`src/rtl/cardclk_pkg.sv`:
```
package cardclk_pkg;

    localparam int unsigned CC_DIV_W   = 8;
    localparam int unsigned CC_WORD_W  = 32;

    localparam int unsigned CMD_GO_BIT   = 31;
    localparam int unsigned CMD_UPD_BIT  = 21;
    localparam int unsigned CMD_WAIT_BIT = 13;
    localparam int unsigned STS_LOCK_BIT = 12;

    typedef enum logic [1:0] {
        SEL_DIVIDER = 2'd0,
        SEL_ENABLE  = 2'd1,
        SEL_COMMAND = 2'd2,
        SEL_INTCLR  = 2'd3
    } cc_sel_e;

    typedef struct packed {
        logic [CC_DIV_W-1:0] div;
        logic                ena;
    } cc_cfg_t;

    typedef struct packed {
        logic go;
        logic upd;
        logic wait_prv;
    } cc_cmd_t;

    function automatic cc_cmd_t cc_decode(input logic [CC_WORD_W-1:0] w);
        cc_cmd_t c;
        c.go       = w[CMD_GO_BIT];
        c.upd      = w[CMD_UPD_BIT];
        c.wait_prv = w[CMD_WAIT_BIT];
        return c;
    endfunction

endpackage

```
`src/rtl/cardclk_regs.sv`:
```
module cardclk_regs
    import cardclk_pkg::*;
#(
    parameter int unsigned WORD_W = CC_WORD_W
) (
    input  logic              clk,
    input  logic              rst,
    input  logic              wr_en,
    input  logic [1:0]        wr_sel,
    input  logic [WORD_W-1:0] wr_data,
    input  logic              start_pending,
    output cc_cfg_t           staged,
    output logic              lock_err,
    output logic              cmd_accept,
    output cc_cmd_t           cmd_fields
);

    cc_sel_e sel;
    cc_cfg_t staged_q;
    logic    lock_q;
    logic    cmd_wr;

    assign sel        = cc_sel_e'(wr_sel);
    assign cmd_wr     = wr_en && (sel == SEL_COMMAND);
    assign cmd_accept = cmd_wr && !start_pending;
    assign cmd_fields = cc_decode(wr_data);

    always_ff @(posedge clk) begin
        if (rst) begin
            staged_q <= '0;
        end else if (wr_en && (sel == SEL_DIVIDER)) begin
            staged_q.div <= wr_data[CC_DIV_W-1:0];
        end else if (wr_en && (sel == SEL_ENABLE)) begin
            staged_q.ena <= wr_data[0];
        end
    end

    always_ff @(posedge clk) begin
        if (rst) begin
            lock_q <= 1'b0;
        end else if (cmd_wr && start_pending) begin
            lock_q <= 1'b1;
        end else if (wr_en && (sel == SEL_INTCLR) && wr_data[STS_LOCK_BIT]) begin
            lock_q <= 1'b0;
        end
    end

    assign staged   = staged_q;
    assign lock_err = lock_q;

endmodule

```
`src/rtl/cardclk_handshake.sv`:
```
module cardclk_handshake
    import cardclk_pkg::*;
(
    input  logic    clk,
    input  logic    rst,
    input  logic    cmd_accept,
    input  cc_cmd_t cmd_fields,
    input  logic    data_busy,
    input  logic    low_phase,
    output logic    pending,
    output logic    apply
);

    logic pend_q;
    logic wait_q;

    assign apply   = pend_q && (!wait_q || !data_busy) && low_phase;
    assign pending = pend_q;

    always_ff @(posedge clk) begin
        if (rst) begin
            pend_q <= 1'b0;
            wait_q <= 1'b0;
        end else if (cmd_accept && cmd_fields.go && cmd_fields.upd) begin
            pend_q <= 1'b1;
            wait_q <= cmd_fields.wait_prv;
        end else if (apply) begin
            pend_q <= 1'b0;
            wait_q <= 1'b0;
        end
    end

endmodule

```
`src/rtl/cardclk_counter.sv`:
```
module cardclk_counter
    import cardclk_pkg::*;
#(
    parameter int unsigned DIV_W = CC_DIV_W
) (
    input  logic    clk,
    input  logic    rst,
    input  logic    apply,
    input  cc_cfg_t staged,
    output cc_cfg_t active,
    output logic    level,
    output logic    tick,
    output logic    low_phase
);

    localparam logic [DIV_W-1:0] ONE = DIV_W'(1);

    cc_cfg_t          act_q;
    logic [DIV_W-1:0] cnt_q;
    logic             lvl_q;
    logic             bypass;
    logic             half_end;

    assign bypass   = (act_q.div == '0);
    assign half_end = (cnt_q == (act_q.div - ONE));

    always_ff @(posedge clk) begin
        if (rst) begin
            act_q <= '0;
            cnt_q <= '0;
            lvl_q <= 1'b0;
        end else if (apply) begin
            act_q <= staged;
            cnt_q <= '0;
            lvl_q <= 1'b0;
        end else if (!act_q.ena || bypass) begin
            cnt_q <= '0;
            lvl_q <= 1'b0;
        end else if (half_end) begin
            cnt_q <= '0;
            lvl_q <= !lvl_q;
        end else begin
            cnt_q <= cnt_q + ONE;
        end
    end

    assign active    = act_q;
    assign level     = lvl_q;
    assign low_phase = !lvl_q;
    assign tick      = act_q.ena && (bypass || (!lvl_q && half_end));

endmodule

```
`src/rtl/cardclk_gen.sv`:
```
module cardclk_gen
    import cardclk_pkg::*;
(
    input  logic                 clk,
    input  logic                 rst,
    input  logic                 wr_en,
    input  logic [1:0]           wr_sel,
    input  logic [CC_WORD_W-1:0] wr_data,
    input  logic                 data_busy,
    output logic                 cmd_start,
    output logic                 hle_flag,
    output logic [CC_DIV_W-1:0]  div_active,
    output logic                 ena_active,
    output logic                 cclk_level,
    output logic                 cclk_tick
);

    cc_cfg_t staged;
    cc_cfg_t active;
    cc_cmd_t cmd_fields;
    logic    cmd_accept;
    logic    pending;
    logic    apply;
    logic    low_phase;

    cardclk_regs #(.WORD_W(CC_WORD_W)) u_regs (
        .clk          (clk),
        .rst          (rst),
        .wr_en        (wr_en),
        .wr_sel       (wr_sel),
        .wr_data      (wr_data),
        .start_pending(pending),
        .staged       (staged),
        .lock_err     (hle_flag),
        .cmd_accept   (cmd_accept),
        .cmd_fields   (cmd_fields)
    );

    cardclk_handshake u_hs (
        .clk       (clk),
        .rst       (rst),
        .cmd_accept(cmd_accept),
        .cmd_fields(cmd_fields),
        .data_busy (data_busy),
        .low_phase (low_phase),
        .pending   (pending),
        .apply     (apply)
    );

    cardclk_counter #(.DIV_W(CC_DIV_W)) u_cnt (
        .clk      (clk),
        .rst      (rst),
        .apply    (apply),
        .staged   (staged),
        .active   (active),
        .level    (cclk_level),
        .tick     (cclk_tick),
        .low_phase(low_phase)
    );

    assign cmd_start  = pending;
    assign div_active = active.div;
    assign ena_active = active.ena;

endmodule

```
`config.mk`:
```
export PLATFORM = sky130hd
export DESIGN_NAME = cardclk_gen
export DESIGN_NICKNAME = d
export VERILOG_FILES = /design/src/rtl/cardclk_pkg.sv /design/src/rtl/cardclk_regs.sv /design/src/rtl/cardclk_handshake.sv /design/src/rtl/cardclk_counter.sv /design/src/rtl/cardclk_gen.sv
export SDC_FILE = /design/constraint.sdc
export NUM_CORES = 1
export LEC_CHECK = 0
export ABC_AREA = 1
export ABC_CLOCK_PERIOD_IN_PS = 2190
export BUFFER_PORTS_ARGS = -buffer_cell sky130_fd_sc_hd__clkbuf_2
export CORE_MARGIN = 1.5
export CORE_UTILIZATION = 46
export DETAILED_ROUTE_END_ITERATION = 6
export MAX_ROUTING_LAYER = met4
export PLACE_DENSITY = 0.81
export SLEW_MARGIN = 20
export SYNTH_ARGS = -nofsm -noshare
export SYNTH_HDL_FRONTEND = slang
export SYNTH_SLANG_ARGS = --single-unit
```
`constraint.sdc`:
```
create_clock -name clk -period 2.19 [get_ports clk]
set_input_delay 0.438 -clock clk [delete_from_list [all_inputs] [get_ports clk]]
set_output_delay 0.438 -clock clk [all_outputs]
set_load 0.03 [all_outputs]
```
======== Yosys cells after proc, flatten, opt, wreduce, memory -nomap -nowiden ========
Cells that the tools add are included.
storage, ports and cells
  register bits ........................... 30
  output and inout port bits .............. 13
cells by class
  add/sub/neg operators ................... 2
  eq/ne operators ......................... 4
  multiplexer cells ....................... 5
  bitwise logic cells ..................... 1
  reductions and logical operators ........ 28
operators with widths
  operator                                              count
  logical AND 1 bit                                     13
  adder 8 x 1 -> 8 bit (second input constant)          1
  equality test 8 bit                                   1
  logical NOT 8 bit                                     1
  subtractor 8 x 1 -> 8 bit (second input constant)     1
  logical NOT 1 bit                                     5
  two-way mux 1 bit                                     5
  equality test 2 bit (second input constant)           2
  nonzero test 2 bit                                    2
  OR reduction 4 bit                                    1
  logical OR 1 bit                                      3
  OR reduction 3 bit                                    1
  equality test 2 x 1 -> 1 bit (second input constant)  1
  logical NOT 2 bit                                     1
  AND reduction 2 bit                                   1
  inverter 1 bit                                        1

======== Longest topological paths before layout ========
  word-level depth ........................ 6
  gate-level depth with buffers ........... 12
  mapped depth without buffers ............ 12

======== By module ========
A second synthesis with hierarchy kept.
unflattened totals
  cells, all modules ...................... 212
  area total of the unflattened synthesis .. 1493.9 um^2
modules (own cells, without submodules)
  module             instances  cells each  area each (um^2)  seq. area each (um^2)
  cardclk_counter    1          144         967.2             360.3
  cardclk_regs       1          52          419.2             200.2
  cardclk_handshake  1          16          107.6             40.0

======== Least setup slack after synthesis ========
OpenSTA, ideal clock, no wires.
  kind .................................... register to output
  start point ............................. register u_cnt.act_q (netlist bit u_cnt.active[1])
  end point ............................... output cclk_tick
  arrival ................................. 1995 ps
  required time ........................... 1752 ps
  slack ................................... -243 ps
  stages on the path, launching flop included .. 12
  path buffers ............................ 0
  cells stage by stage .................... dfxtp_1 -> inv_1 -> ha_1 -> inv_1 -> nand2_1 -> nand2_1 -> nand2_1 -> nor2_1 -> nand3_1 -> nor2_1 -> nand3_1 -> a21boi_1
between the ends
  cells in the longest elaborated chain, start to end .. 5
ends and longest elaborated chain
  element                    RTL line               source
  start: declaration         cardclk_counter.sv:18  cc_cfg_t act_q;
  start signal: assignment   cardclk_counter.sv:33  act_q <= staged;
  subtractor 8 x 1 -> 8 bit  cardclk_counter.sv:25  assign half_end = (cnt_q == (act_q.div - ONE));
  equality test 8 bit        cardclk_counter.sv:25
  logical AND 1 bit          cardclk_counter.sv:50  assign tick = act_q.ena && (bypass || (!lvl_q && half_end));
  logical OR 1 bit *         cardclk_counter.sv:50
  logical AND 1 bit *        cardclk_counter.sv:50
  end: declaration           cardclk_gen.sv:15      output logic cclk_tick
Mark *: on every way between the ends. The rest lies on a longest branch, timed or not.

======== Final worst setup path ========
  start point ............................. register u_cnt.act_q (netlist bit u_cnt.active[2])
  end point ............................... output cclk_tick
The elaborated chain is that of the path after synthesis.

==> flow_summary.yaml <==
status:
  status: "complete, but fails checks"
  violations: "negative setup slack"
synthesis:
  yosysMostFrequentCell: "nor2_1"
  synth_common_cells: "50 x nor2_1, 44 x nand2_1, 30 x dfxtp_1"
  synth_area_mm2: 0.00152
  syn-num-nets: 270
  synth_compound_area_share_pct: 12.1
  synth_top_area_cell: "dfxtp_1"
  synth_xor_area_share_pct: 4.03
  synth_cell_types: 23
  synthArstFlopShare_pct: 0
  yosysTopAreaCellShare_pct: 39.4
  synth_edf_count: 0
  synthFlopType: "dfxtp_1"
  synthMuxAreaShare_pct: 0
  yosys_warnings: 0
  avgSynthCellArea_um2: 6.65
  synthCells: 229
  synth-seq-area-share_pct: 39.4
  synth_fa_ha_area_share_pct: 2.47
  ys_ff_latch: 30
  synth_simple_gate_area_share_pct: 34.0
  synthTopCellsByArea: "dfxtp_1 39%, nor2_1 12%, nand2_1 11%"
  synth_top_family_by_area: "simple AND/OR/NAND/NOR gates"
job:
  cap_violations: 0
routing:
  routed_wl_um: 3160
  drt_first_pass_iters: 4
  vias: 1483
  first_iter_violations: 62
  final_antenna_net_count: 0
  drc: 0
  avgRoutedWirePerCell_um: 10.1
  vias_per_cell: 4.74
cts:
  cts.sinks: 30
  numCtsBuffers: 5
  clkTransAtPathRegs_ps: 100
  cts_buffer_depth: 2
  cts_root_buf: "clkbuf_4"
  h-tree-depth: 2
  postCtsHoldBufs: 0
  cts_tree: "built"
  clkLatencyLatePin_ps: 330
timing:
  setup_viol: 1
  tightest_slew_ps: 413
  fin_crit_ps: 2300
  clock_skew_ps: 4.86
  relSlewSlack_pct: 72.3
  finalCritPeriodShare_pct: 105
  rsz0062_at_grt: "true"
  layout_setup_ws_ps: -113
  maxSlewViolCount: 0
  tns_ps: -113
  max_freq_ghz: 0.434
  finalHoldViolCount: 0
layout:
  seq_area_um2: 604
  post-route-util_pct: 60.7
  areaGrowthSynthToFinish_pct: 23.7
  fillers: 306
  final_cells: 313
  multi_input_area_um2: 855
  n_antenna_cell: 0
  finish.instance_area_mm2: 0.00188
  drive_gt1_share_pct: 24.9
  finalNetCount: 309
critical_path:
  path_class: "reg2out"
  endpoint_kind: "output port"
  crit_required_ps: 1750
  crit_path_max_fanout: 2
  crit_path_start_kind: "register"
  path_cells: "inv_2 -> ha_4 -> nand2_2 -> nand2_2 -> nand2_2 -> nor2_1 -> nand3_1 -> nor2_2 -> nand3_2 -> a21boi_4 -> buf_8"
  crit_top_cell: "nand2_2"
  cpMaxStageDelayCell: "dfxtp_2"
  arrival_ps: 1870
  slowest_delay_ps: 350
power:
  clock_power_share_pct: 33.7
  power_switching_uw: 288
  p_comb_share_pct: 12.2
  p_seq_share_pct: 54.1
  p_int_uw: 763
  p_leak_uw: 0.000895
  p_sw_share_pct: 27.4
  p_per_area_mw_per_mm2: 557
  ir_drop_uv: 433
place:
  routabilityCongestion: 0.853
  postPlaceCellArea_mm2: 0.00176
  placed_cells: 304
  dp_hpwl_um: 2430
  pre_cts_slack_ps: 47.4
  port_buffers: 30
die:
  die_h_um: 60.5
  initial_utilization_pct: 49.1
  die_w_um: 60.5
  io_pins: 51
  num_rows: 20
  core_area_mm2: 0.00310
  dieArea_mm2: 0.00366
global_route:
  grt_pass1_wl_um: 5380
  grt_max_degree: 18
  antenna_found_initial: 0
  grt_pass1_vias: 1313
  grt_overflow_total: 0
  track_usage_pct: 20.4
worst_hold_path:
  worstHoldPathType: "in2reg"
[stage by stage]
stage	total power (uW)	hold WS (ps)
2_1_floorplan	661	433
3_3_place_gp	699	450
3_5_place_dp	702	454
4_1_cts	1060	306
5_1_grt	1100	317
6_report	1050	318
[power by group through the flow]
| stage | sequential (uW) | combinational, uW | clock, uW |
|---|---|---|---|
| 4_1_cts | 568 | 126 | 370 |
| 3_3_place_gp | 580 | 118 | 0 |
| 2_1_floorplan | 587 | 73.5 | 0 |
| 5_1_grt | 571 | 147 | 383 |
| 6_report | 569 | 128 | 354 |
| 3_5_place_dp | 581 | 121 | 0 |
[cell type report]
cell class	instances	area share [%]
Multi-Input combinational cell	167	45.4
Sequential cell	30	32.1
Timing Repair Buffer	35	10.5
Inverter	29	5.78
Tap cell	44	2.92
Clock buffer	6	2.72
Clock inverter	2	0.664
[per-layer routing]
metal	share of wire (%)	GRT usage, %
met1	47	23.9
met2	47	32.9
met3	5.0	6.61
met4	1.3	7.45
met5	0	-
[path summary, 6_finish.rpt]
check / slack (ps) / cells past startpoint / endpoint / start
hold reg to reg: 470 / 2 / u_cnt.active[0] / u_regs.staged[0]
setup reg to reg: 620 / 11 / u_cnt.cnt_q[2] / u_cnt.active[1]
hold / removal: 320 / 3 / u_regs.staged[3] / wr_data[2]
setup / recovery: -110 / 11 / cclk_tick / u_cnt.active[2]
[cells in the final DEF, fill, tap and decap left out, types with 2 or more instances in the layout]
cell type,n
nand3_2,2
xor2_1,3
ha_1,2
buf_4,5
dfxtp_2,3
nand3_1,15
nor3_1,3
clkbuf_4,5
inv_2,5
xnor2_1,4
o21ai_0,19
a21oi_1,13
nand4_1,4
nor2_2,2
inv_1,24
nand2_2,7
clkbuf_2,29
dfxtp_1,27
nand2_1,38
nor2_1,48
[sequential cells by signal, summed over array words and instances (netlist names)]
register,count
u_regs.staged,9
u_hs.pending,1
u_cnt.cnt_q,8
u_cnt.level,1
u_cnt.active,9
u_hs.wait_q,1
u_regs.lock_err,1
[worst max-delay path: cells and delay by family (launching register included)]
kind            cells  cell delay (ps)
flops               1              350
compound gates      1              150
buf+inv             2              180
fa+ha+maj           1              280
simple gates        7              580
[timing repair]
item                                    4_1_cts  5_1_grt
endpoints found under the setup margin        1        1
gates resized for setup                      10       10
pin swaps                                     0        3
setup buffers                                 1        0
[cell families after synthesis]
group / Yosys count
simple gates: 123
compound gates: 34
buf+inv: 32
flops: 30
xor+xnor: 7
fa+ha+maj: 3
No activity file was read; power rests on OpenSTA's default activity.
